==> config.mk <==
export PLATFORM = sky130hd
export DESIGN_NAME = ext_irq_sense
export DESIGN_NICKNAME = d
export VERILOG_FILES = /design/src/rtl/ext_irq_pkg.sv /design/src/rtl/ext_irq_sync.sv /design/src/rtl/ext_irq_regs.sv /design/src/rtl/ext_irq_chan.sv /design/src/rtl/ext_irq_sense.sv
export SDC_FILE = /design/constraint.sdc
export NUM_CORES = 1
export LEC_CHECK = 0
export ABC_AREA = 1
export BUFFER_PORTS_ARGS = -buffer_cell sky130_fd_sc_hd__buf_2
export CAP_MARGIN = 40
export CELL_PAD_IN_SITES_DETAIL_PLACEMENT = 2
export CELL_PAD_IN_SITES_GLOBAL_PLACEMENT = 2
export CORE_MARGIN = 2
export CORE_UTILIZATION = 29
export DETAILED_ROUTE_END_ITERATION = 10
export GPL_TIMING_DRIVEN = 0
export PLACE_DENSITY = 0.86
export SLEW_MARGIN = 20
export SYNTH_ARGS = -nofsm -noshare
export SYNTH_HDL_FRONTEND = slang
export SYNTH_SLANG_ARGS = --single-unit
==> constraint.sdc <==
create_clock -name clk -period 2.4 [get_ports clk]
set_input_delay 0.36 -clock clk [delete_from_list [all_inputs] [get_ports clk]]
set_output_delay 0.36 -clock clk [all_outputs]
set_load 0.05 [all_outputs]
==> src/rtl/ext_irq_pkg.sv <==
package ext_irq_pkg;

    typedef enum logic [1:0] {
        SENSE_LOW  = 2'b00,
        SENSE_ANY  = 2'b01,
        SENSE_FALL = 2'b10,
        SENSE_RISE = 2'b11
    } sense_e;

    localparam int REG_SENSE = 0;
    localparam int REG_MASK  = 1;
    localparam int REG_FLAG  = 2;

endpackage

==> src/rtl/ext_irq_sync.sv <==
module ext_irq_sync #(
    parameter int NUM_CH      = 2,
    parameter int SYNC_STAGES = 2
) (
    input  logic              clk,
    input  logic              rst_n,
    input  logic [NUM_CH-1:0] pin_i,
    output logic [NUM_CH-1:0] samp_o,
    output logic [NUM_CH-1:0] prev_o
);

    typedef struct packed {
        logic [SYNC_STAGES-1:0][NUM_CH-1:0] sync;
        logic [NUM_CH-1:0]                  samp;
        logic [NUM_CH-1:0]                  prev;
    } state_t;

    state_t st_d, st_q;

    always_comb begin
        st_d         = st_q;
        st_d.sync[0] = pin_i;
        for (int s = 1; s < SYNC_STAGES; s++) begin
            st_d.sync[s] = st_q.sync[s-1];
        end
        st_d.samp = st_q.sync[SYNC_STAGES-1];
        st_d.prev = st_q.samp;
    end

    // Idle-high reset avoids a false falling edge on pins that rest high.
    always_ff @(posedge clk or negedge rst_n) begin
        if (!rst_n) st_q <= '1;
        else        st_q <= st_d;
    end

    assign samp_o = st_q.samp;
    assign prev_o = st_q.prev;

    // the compare stage always holds the previous sample
    a_r3_prev_tracks: assert property (@(posedge clk) disable iff (!rst_n)
        1'b1 |=> prev_o == $past(samp_o));

endmodule

==> src/rtl/ext_irq_regs.sv <==
module ext_irq_regs
    import ext_irq_pkg::*;
#(
    parameter int NUM_CH = 2,
    parameter int DATA_W = 8,
    parameter int ADDR_W = 2
) (
    input  logic                clk,
    input  logic                rst_n,
    input  logic [ADDR_W-1:0]   reg_addr_i,
    input  logic                reg_wr_i,
    input  logic [DATA_W-1:0]   reg_wdata_i,
    input  logic [NUM_CH-1:0]   flag_i,
    output logic [DATA_W-1:0]   reg_rdata_o,
    output logic [2*NUM_CH-1:0] sense_o,
    output logic [NUM_CH-1:0]   mask_o,
    output logic [NUM_CH-1:0]   w1c_o
);

    localparam logic [DATA_W-1:0] SENSE_KEEP = DATA_W'((1 << (2*NUM_CH)) - 1);
    localparam logic [DATA_W-1:0] MASK_KEEP  = DATA_W'((1 << NUM_CH) - 1);

    typedef struct packed {
        logic [DATA_W-1:0] sense;
        logic [DATA_W-1:0] mask;
    } state_t;

    state_t st_d, st_q;

    logic hit_sense, hit_mask, hit_flag;

    always_comb begin
        hit_sense = (reg_addr_i == ADDR_W'(REG_SENSE));
        hit_mask  = (reg_addr_i == ADDR_W'(REG_MASK));
        hit_flag  = (reg_addr_i == ADDR_W'(REG_FLAG));

        st_d = st_q;
        if (reg_wr_i && hit_sense) st_d.sense = reg_wdata_i & SENSE_KEEP;
        if (reg_wr_i && hit_mask)  st_d.mask  = reg_wdata_i & MASK_KEEP;

        w1c_o = (reg_wr_i && hit_flag) ? reg_wdata_i[NUM_CH-1:0] : '0;

        if (hit_sense)     reg_rdata_o = st_q.sense;
        else if (hit_mask) reg_rdata_o = st_q.mask;
        else if (hit_flag) reg_rdata_o = DATA_W'(flag_i);
        else               reg_rdata_o = '0;
    end

    always_ff @(posedge clk or negedge rst_n) begin
        if (!rst_n) st_q <= '0;
        else        st_q <= st_d;
    end

    assign sense_o = st_q.sense[2*NUM_CH-1:0];
    assign mask_o  = st_q.mask[NUM_CH-1:0];

    // sense field only moves on a write to its address
    a_r2_sense_hold: assert property (@(posedge clk) disable iff (!rst_n)
        !(reg_wr_i && hit_sense) |=> $stable(sense_o));
    // mask only moves on a write to its address
    a_r11_mask_hold: assert property (@(posedge clk) disable iff (!rst_n)
        !(reg_wr_i && hit_mask) |=> $stable(mask_o));

endmodule

==> src/rtl/ext_irq_chan.sv <==
module ext_irq_chan
    import ext_irq_pkg::*;
(
    input  logic       clk,
    input  logic       rst_n,
    input  logic [1:0] sense_i,
    input  logic       samp_i,
    input  logic       prev_i,
    input  logic       mask_i,
    input  logic       gie_i,
    input  logic       ack_i,
    input  logic       w1c_i,
    output logic       flag_o,
    output logic       req_o
);

    typedef struct packed {
        logic flag;
    } state_t;

    state_t st_d, st_q;
    sense_e mode;
    logic   rise, fall, evt, clr, raw_req;

    always_comb begin
        mode = sense_e'(sense_i);
        rise = samp_i & ~prev_i;
        fall = ~samp_i & prev_i;
        case (mode)
            SENSE_ANY:  evt = rise | fall;
            SENSE_FALL: evt = fall;
            SENSE_RISE: evt = rise;
            default:    evt = 1'b0;
        endcase
        clr = ack_i | w1c_i;

        st_d = st_q;
        if (mode == SENSE_LOW) st_d.flag = 1'b0;
        else if (evt)          st_d.flag = 1'b1;
        else if (clr)          st_d.flag = 1'b0;

        raw_req = (mode == SENSE_LOW) ? ~samp_i : st_q.flag;
        req_o   = raw_req & mask_i & gie_i;
        flag_o  = st_q.flag & (mode != SENSE_LOW);
    end

    always_ff @(posedge clk or negedge rst_n) begin
        if (!rst_n) st_q <= '0;
        else        st_q <= st_d;
    end

    // no request without mask and global enable
    a_r7_req_gated: assert property (@(posedge clk) disable iff (!rst_n)
        req_o |-> (mask_i && gie_i));
    // an edge event always leaves the flag set
    a_r6_event_sets: assert property (@(posedge clk) disable iff (!rst_n)
        (mode != SENSE_LOW && evt && $stable(sense_i)) |=> st_q.flag);
    // a clear with no competing event drops the flag
    a_r9_clear: assert property (@(posedge clk) disable iff (!rst_n)
        (!evt && (ack_i || w1c_i)) |=> !st_q.flag);
    // a high sampled pin in level mode never requests
    a_r8_level_high_quiet: assert property (@(posedge clk) disable iff (!rst_n)
        (mode == SENSE_LOW && samp_i) |-> !req_o);

endmodule

==> src/rtl/ext_irq_sense.sv <==
module ext_irq_sense
    import ext_irq_pkg::*;
#(
    parameter int NUM_CH      = 2,
    parameter int DATA_W      = 8,
    parameter int ADDR_W      = 2,
    parameter int SYNC_STAGES = 2,
    parameter int ID_W        = (NUM_CH > 1) ? $clog2(NUM_CH) : 1
) (
    input  logic              clk,
    input  logic              rst_n,
    input  logic [NUM_CH-1:0] pin_i,
    input  logic              gie_i,
    input  logic [NUM_CH-1:0] ack_i,
    input  logic [ADDR_W-1:0] reg_addr_i,
    input  logic              reg_wr_i,
    input  logic [DATA_W-1:0] reg_wdata_i,
    output logic [DATA_W-1:0] reg_rdata_o,
    output logic [NUM_CH-1:0] irq_req_o,
    output logic              irq_any_o,
    output logic [ID_W-1:0]   irq_id_o
);

    logic [NUM_CH-1:0]   samp, prev, mask, w1c, flag, req;
    logic [2*NUM_CH-1:0] sense;

    ext_irq_sync #(.NUM_CH(NUM_CH), .SYNC_STAGES(SYNC_STAGES)) sync_i (
        .clk(clk), .rst_n(rst_n), .pin_i(pin_i), .samp_o(samp), .prev_o(prev)
    );

    ext_irq_regs #(.NUM_CH(NUM_CH), .DATA_W(DATA_W), .ADDR_W(ADDR_W)) regs_i (
        .clk(clk), .rst_n(rst_n),
        .reg_addr_i(reg_addr_i), .reg_wr_i(reg_wr_i), .reg_wdata_i(reg_wdata_i),
        .flag_i(flag), .reg_rdata_o(reg_rdata_o),
        .sense_o(sense), .mask_o(mask), .w1c_o(w1c)
    );

    for (genvar c = 0; c < NUM_CH; c++) begin : g_chan
        ext_irq_chan chan_i (
            .clk(clk), .rst_n(rst_n),
            .sense_i(sense[2*c +: 2]),
            .samp_i(samp[c]), .prev_i(prev[c]),
            .mask_i(mask[c]), .gie_i(gie_i),
            .ack_i(ack_i[c]), .w1c_i(w1c[c]),
            .flag_o(flag[c]), .req_o(req[c])
        );
    end

    always_comb begin
        irq_id_o = '0;
        for (int i = NUM_CH - 1; i >= 0; i--) begin
            if (req[i]) irq_id_o = ID_W'(i);
        end
        irq_any_o = |req;
        irq_req_o = req;
    end

    // the reported index always names a requesting channel
    a_r10_id_valid: assert property (@(posedge clk) disable iff (!rst_n)
        irq_any_o |-> irq_req_o[irq_id_o]);
    // channel 0 wins whenever it requests
    a_r10_ch0_first: assert property (@(posedge clk) disable iff (!rst_n)
        irq_req_o[0] |-> irq_id_o == '0);

endmodule

# Word-level counts from Yosys, hierarchy flattened
# Index checks and enable logic that the tools add are counted.
# word_totals
output_inout_bits	12
ramBits	0
memories	0
mem_bits_ro	0
inputBits	18
reg_bits	16
elab_cells	61
latch_bits	0
# op_classes
muxes	16
bitwise_logic	18
n_shift	0
addsub	0
div_mod_pow	0
n_reduce_logical	11
eq_ne	8
mul	0
order_cmp	0
# ops
cell	count
8-bit 2-to-1 mux	2
1-bit bitwise AND	10
2-bit == test, second input constant	5
1-bit 2-to-1 mux	10
2-bit by 1-bit == test with 1-bit output, second input constant	3
2-bit logical NOT	3
1-bit case mux with 3 select lines	2
3-bit nonzero test	2
2-bit 2-to-1 mux	2
1-bit NOT	4
1-bit OR	4
2-bit nonzero test	2
1-bit logical AND	3
2-bit OR reduction	1

# Logic depth before layout (Yosys ltp)
# logic_depth
word_depth	7
mapped_depth	6
depth_no_buf	6

# Cells and area by module
# From an unflattened synthesis, not the netlist that was laid out.
# unflattened
cells_unflattened	113
hier_area_um2	893.4
# modules_own_cells
mod	seq_area_each_um2	cells_each	n_inst	area_per_inst_um2
ext_irq_regs	150.1	53	1	377.9
ext_irq_chan	25.0	23	2	137.6
ext_irq_sync	210.2	10	1	225.2
ext_irq_sense	0.0	4	1	15.0

# Least setup slack after synthesis
# OpenSTA, ideal clock, no wires.
# synth_timing
path_kind	reg-to-output
startpoint	register sync_i.st_q (netlist bit sync_i.samp_o[0])
endpoint	output port irq_id_o
slack_ps	676
arrival_ps	1364
stages_incl_launch_ff	5
path_buffers	0
t_required_ps	2040
path_cell_list	dfstp_2 > inv_1 > nand2_1 > a21oi_2 > nor2_1
# synth_between
elab_chain_len	5
# synth_rtl
item	line	rtl
start, declared	ext_irq_sync.sv:18	state_t st_d, st_q;
start signal, assigned	ext_irq_sync.sv:33	else st_q <= st_d;
1-bit NOT	ext_irq_chan.sv:42	raw_req = (mode == SENSE_LOW) ? ~samp_i : st_q.flag;
1-bit 2-to-1 mux	ext_irq_chan.sv:42	
1-bit bitwise AND (2 in a row)	ext_irq_chan.sv:43	req_o = raw_req & mask_i & gie_i;
net g_chan[0].chan_i.req_o	ext_irq_chan.sv:14	output logic req_o
1-bit 2-to-1 mux	ext_irq_sense.sv:52	if (req[i]) irq_id_o = ID_W'(i);
end, declared	ext_irq_sense.sv:21	output logic [ID_W-1:0] irq_id_o
# The timed path passes the listed nets, and every way through them passes these cells.

# Worst setup path after layout
# layout_timing
startpoint	register regs_i.st_q (netlist bit regs_i.sense_o[2])
endpoint	output port irq_req_o[1]
# layout_between
elab_chain_len	4
# layout_rtl
item	line	rtl
start, declared	ext_irq_regs.sv:28	state_t st_d, st_q;
start signal, assigned	ext_irq_regs.sv:51	else st_q <= st_d;
2-bit logical NOT	ext_irq_chan.sv:42	
1-bit 2-to-1 mux	ext_irq_chan.sv:42	
1-bit bitwise AND (2 in a row)	ext_irq_chan.sv:43	
end, declared	ext_irq_sense.sv:19	output logic [NUM_CH-1:0] irq_req_o,
# No other way between the ends.

==> results.md <==
- CP Cell Sequence: inv_1 > nand3_1 > nand2_1 > nand2_1 > inv_1 > buf_4 > buf_2
- Post-CTS Resized: 0
- Largest net degree at the start of global routing: 17
- Via count: 739
- FF+latch count, synth: 16
- Register area share after synthesis: 0.483
- H-tree level count: 1
- Setup-failing EPs final: 0
- Syn Std Cell Area: 850 um^2
- Slowest-stage cell, CP: dfrtp_1
- Ys async rst share: 1.00
- Reg2reg end: g_chan[1].chan_i.st_q$_DFFE_PN0P_
- Worst hold slack: 159 ps
- Power Total: 0.702 mW
- Setup crit end kind: output pin
- Synth Area per Inst: 8.41 um^2
- Initial core utilization: 0.305
- Clk_skew: 0.974 ps
- Worst VDD drop: 423 uV
- CTS tree: done
- Pleak: 0.578 nW
- Final WL: 2180 um
- Seq. cell area: 410 um^2
- Residual DRC count: 0
- DIE WIDTH: 58.1 um
- # rows: 19
- Ant. Diodes: 0
- Worst-path fanout max: 6
- Worst r2r src: sync_i.prev_o[1]$_DFF_PN1_
- Area post-placement: 1000 um^2
- R2R depth: 5
- Nets@finish: 153
- Clock slew at reported path FFs: 90 ps
- FILL cells: 329
- Hold EP: sync_i.st_d[7]$_DFF_PN1_
- Post-route clock period utilization: 0.783
- Routability congestion estimate from global placement: 0.777
- Critical Path RT: 2040 ps
- Synthesis Warnings: 0
- Total CTS buffers: 3
- Crit path DAT: 1520 ps
- Clk root buf: clkbuf_4
- Total die area: 3380 um^2
- Count of maximum capacitance violations: 0
- Vias/cell: 4.62
- Crit-path max cell delay: 410 ps
- Crit Path Class: flip-flop to output pin
- Final Cell Area: 1040 um^2
- Clock Latency Late Sink: 290 ps
- Placed instance count: 156
- Post-synth EDFFs: 0
- Cell taking the most area after synthesis: dfstp_2
- Hold depth: 1
- I/O Pins: 30
- Hold Violations, Final: 0
- First-pass GRT wire length: 3640 um
- Die Y: 58.1 um
- Post-route insts no fill: 160
- Top cells by area, synth: dfstp_2 (25%), dfrtp_1 (24%), nand2_1 (11%)
- Wire length per cell: 13.6 um
- Fmax: 532 MHz
- Clock Path Buffers: 2
- Detailed Routing Iterations Pass 1: 3
- Top cell type's share of synthesized area: 0.247
- Synth-to-Final Area Change: 22.1%
- Final Critical Period: 1880 ps
- GRT Resource Usage Total: 0.144
- Flop2flop setup slack: 1180 ps
- HP Start: pin_i[1]
- IO Port Bufs: 21
- Layout cells sized above 1: 0.333
- Multi-input gate area in the final layout: 349 um^2
- Iter 0 DRT Violations: 10
- Vias in the first global route: 794
- Remaining global-route overflow: 0
- Setup TNS: 0 ps
- Detailed placement HPWL: 1780 um
- Clk sink count: 16
- Hold/Removal Path Class: input pin to flip-flop
- Yosys cell types: 18
- Cells after synthesis: 101
- Dominant synthesized flop cell: dfstp_2
- DRT antenna net count: 0
- PwrDens: 676 nW/um^2
- Core area: 2780 um^2
- Initial antenna violation count: 0
- Synth cell count leaders: nand2_1 (25), inv_1 (15)
- Status: finished, final reports clean
- Startpoint Class: flip-flop
- RSZ-0062 raised after global routing: no
- Most frequent cell after synthesis: nand2_1
- Max-slew violations: 0
==> timing repair <==
action,in CTS,in global routing
endpoints found under the hold margin,8,0
buffers inserted,0,0
hold buffers,1,0
==> cells in the final DEF, fill, tap and decap left out, types with 2 or more instances in the layout <==
master	synthesis	routed
nand2_1	25	25
buf_2	0	21
inv_1	15	15
nand3_1	8	8
nor2_1	8	8
dfrtp_1	8	8
dfstp_2	8	8
buf_4	6	6
o21ai_0	5	5
nand4_1	4	4
ha_1	4	4
conb_1	1	4
clkbuf_4	0	3
a21oi_1	2	2
o21ai_1	2	2
==> final cells by class <==
| type | instances | area share |
|---|---|---|
| flip-flops and latches | 16 | 0.396 |
| repair buffers | 22 | 0.111 |
| inverters | 15 | 0.0543 |
| clock buffers | 3 | 0.0217 |
| plain buffers | 6 | 0.0434 |
| multi-input cells | 67 | 0.337 |
| well taps | 31 | 0.0374 |
==> how the worst max path moves through the flow <==
stage | slack, ps | cells past startpoint | start | end
after floorplan | 680 | 4 | sync_i.samp_o[0]$_DFF_PN1_ | irq_id_o
after global placement | 870 | 6 | regs_i.sense_o[2]$_DFFE_PN0P_ | irq_req_o[1]
after detailed placement | 820 | 7 | regs_i.sense_o[2]$_DFFE_PN0P_ | irq_req_o[1]
after CTS | 490 | 7 | regs_i.sense_o[2]$_DFFE_PN0P_ | irq_req_o[1]
after global routing | 360 | 6 | regs_i.sense_o[2]$_DFFE_PN0P_ | irq_id_o
final | 520 | 7 | regs_i.sense_o[2]$_DFFE_PN0P_ | irq_req_o[1]
==> where the power goes <==
| part | leakage (nW) | total (mW) | switching (mW) | internal [mW] |
|---|---|---|---|---|
| clock network | 0.0138 | 0.142 | 0.0833 | 0.0585 |
| registers | 0.179 | 0.339 | 0.0312 | 0.307 |
| logic | 0.385 | 0.221 | 0.157 | 0.0645 |
==> logic make-up (layout without fill, tap and decap cells) <==
family                   after synthesis  after routing  synth area share
buffers and inverters                 21             46             0.119
other                                  1              4           0.00441
adder cells (fa/ha/maj)                4              4            0.0589
flip-flops                            16             16             0.483
AND/OR/NAND/NOR                       48             48             0.261
AO/OA/AOI/OAI                         11             11            0.0736
==> stage by stage <==
stage / util / setup WS [ps]
floorplan: - / 676
global placement: 0.361 / 866
detailed placement: 0.361 / 825
CTS: 0.373 / 488
global route: 0.373 / 363
finish: 0.373 / 521
==> metal layers <==
metal,vias to the layer above,GRT usage,part of all wire
met5,-,0,0
met4,0,0.0598,0.018
met3,5,0.0201,0.035
met2,16,0.250,0.50
met1,353,0.177,0.45
li1,365,-,-
==> sequential cells by signal, indices dropped and copies added, names as in the netlist <==
| name | cells |
|---|---|
| g_chan.chan_i.st_q | 2 |
| regs_i.mask_o | 2 |
| regs_i.sense_o | 4 |
| sync_i.prev_o | 2 |
| sync_i.samp_o | 2 |
| sync_i.st_d | 4 |
==> worst max-delay path: cells and delay by family (launching register included) <==
| family | cells | cell delay, ps |
|---|---|---|
| buf+inv | 4 | 560 |
| flops | 1 | 410 |
| simple gates | 3 | 260 |
Note: power is estimated with default switching activity, not from simulation.
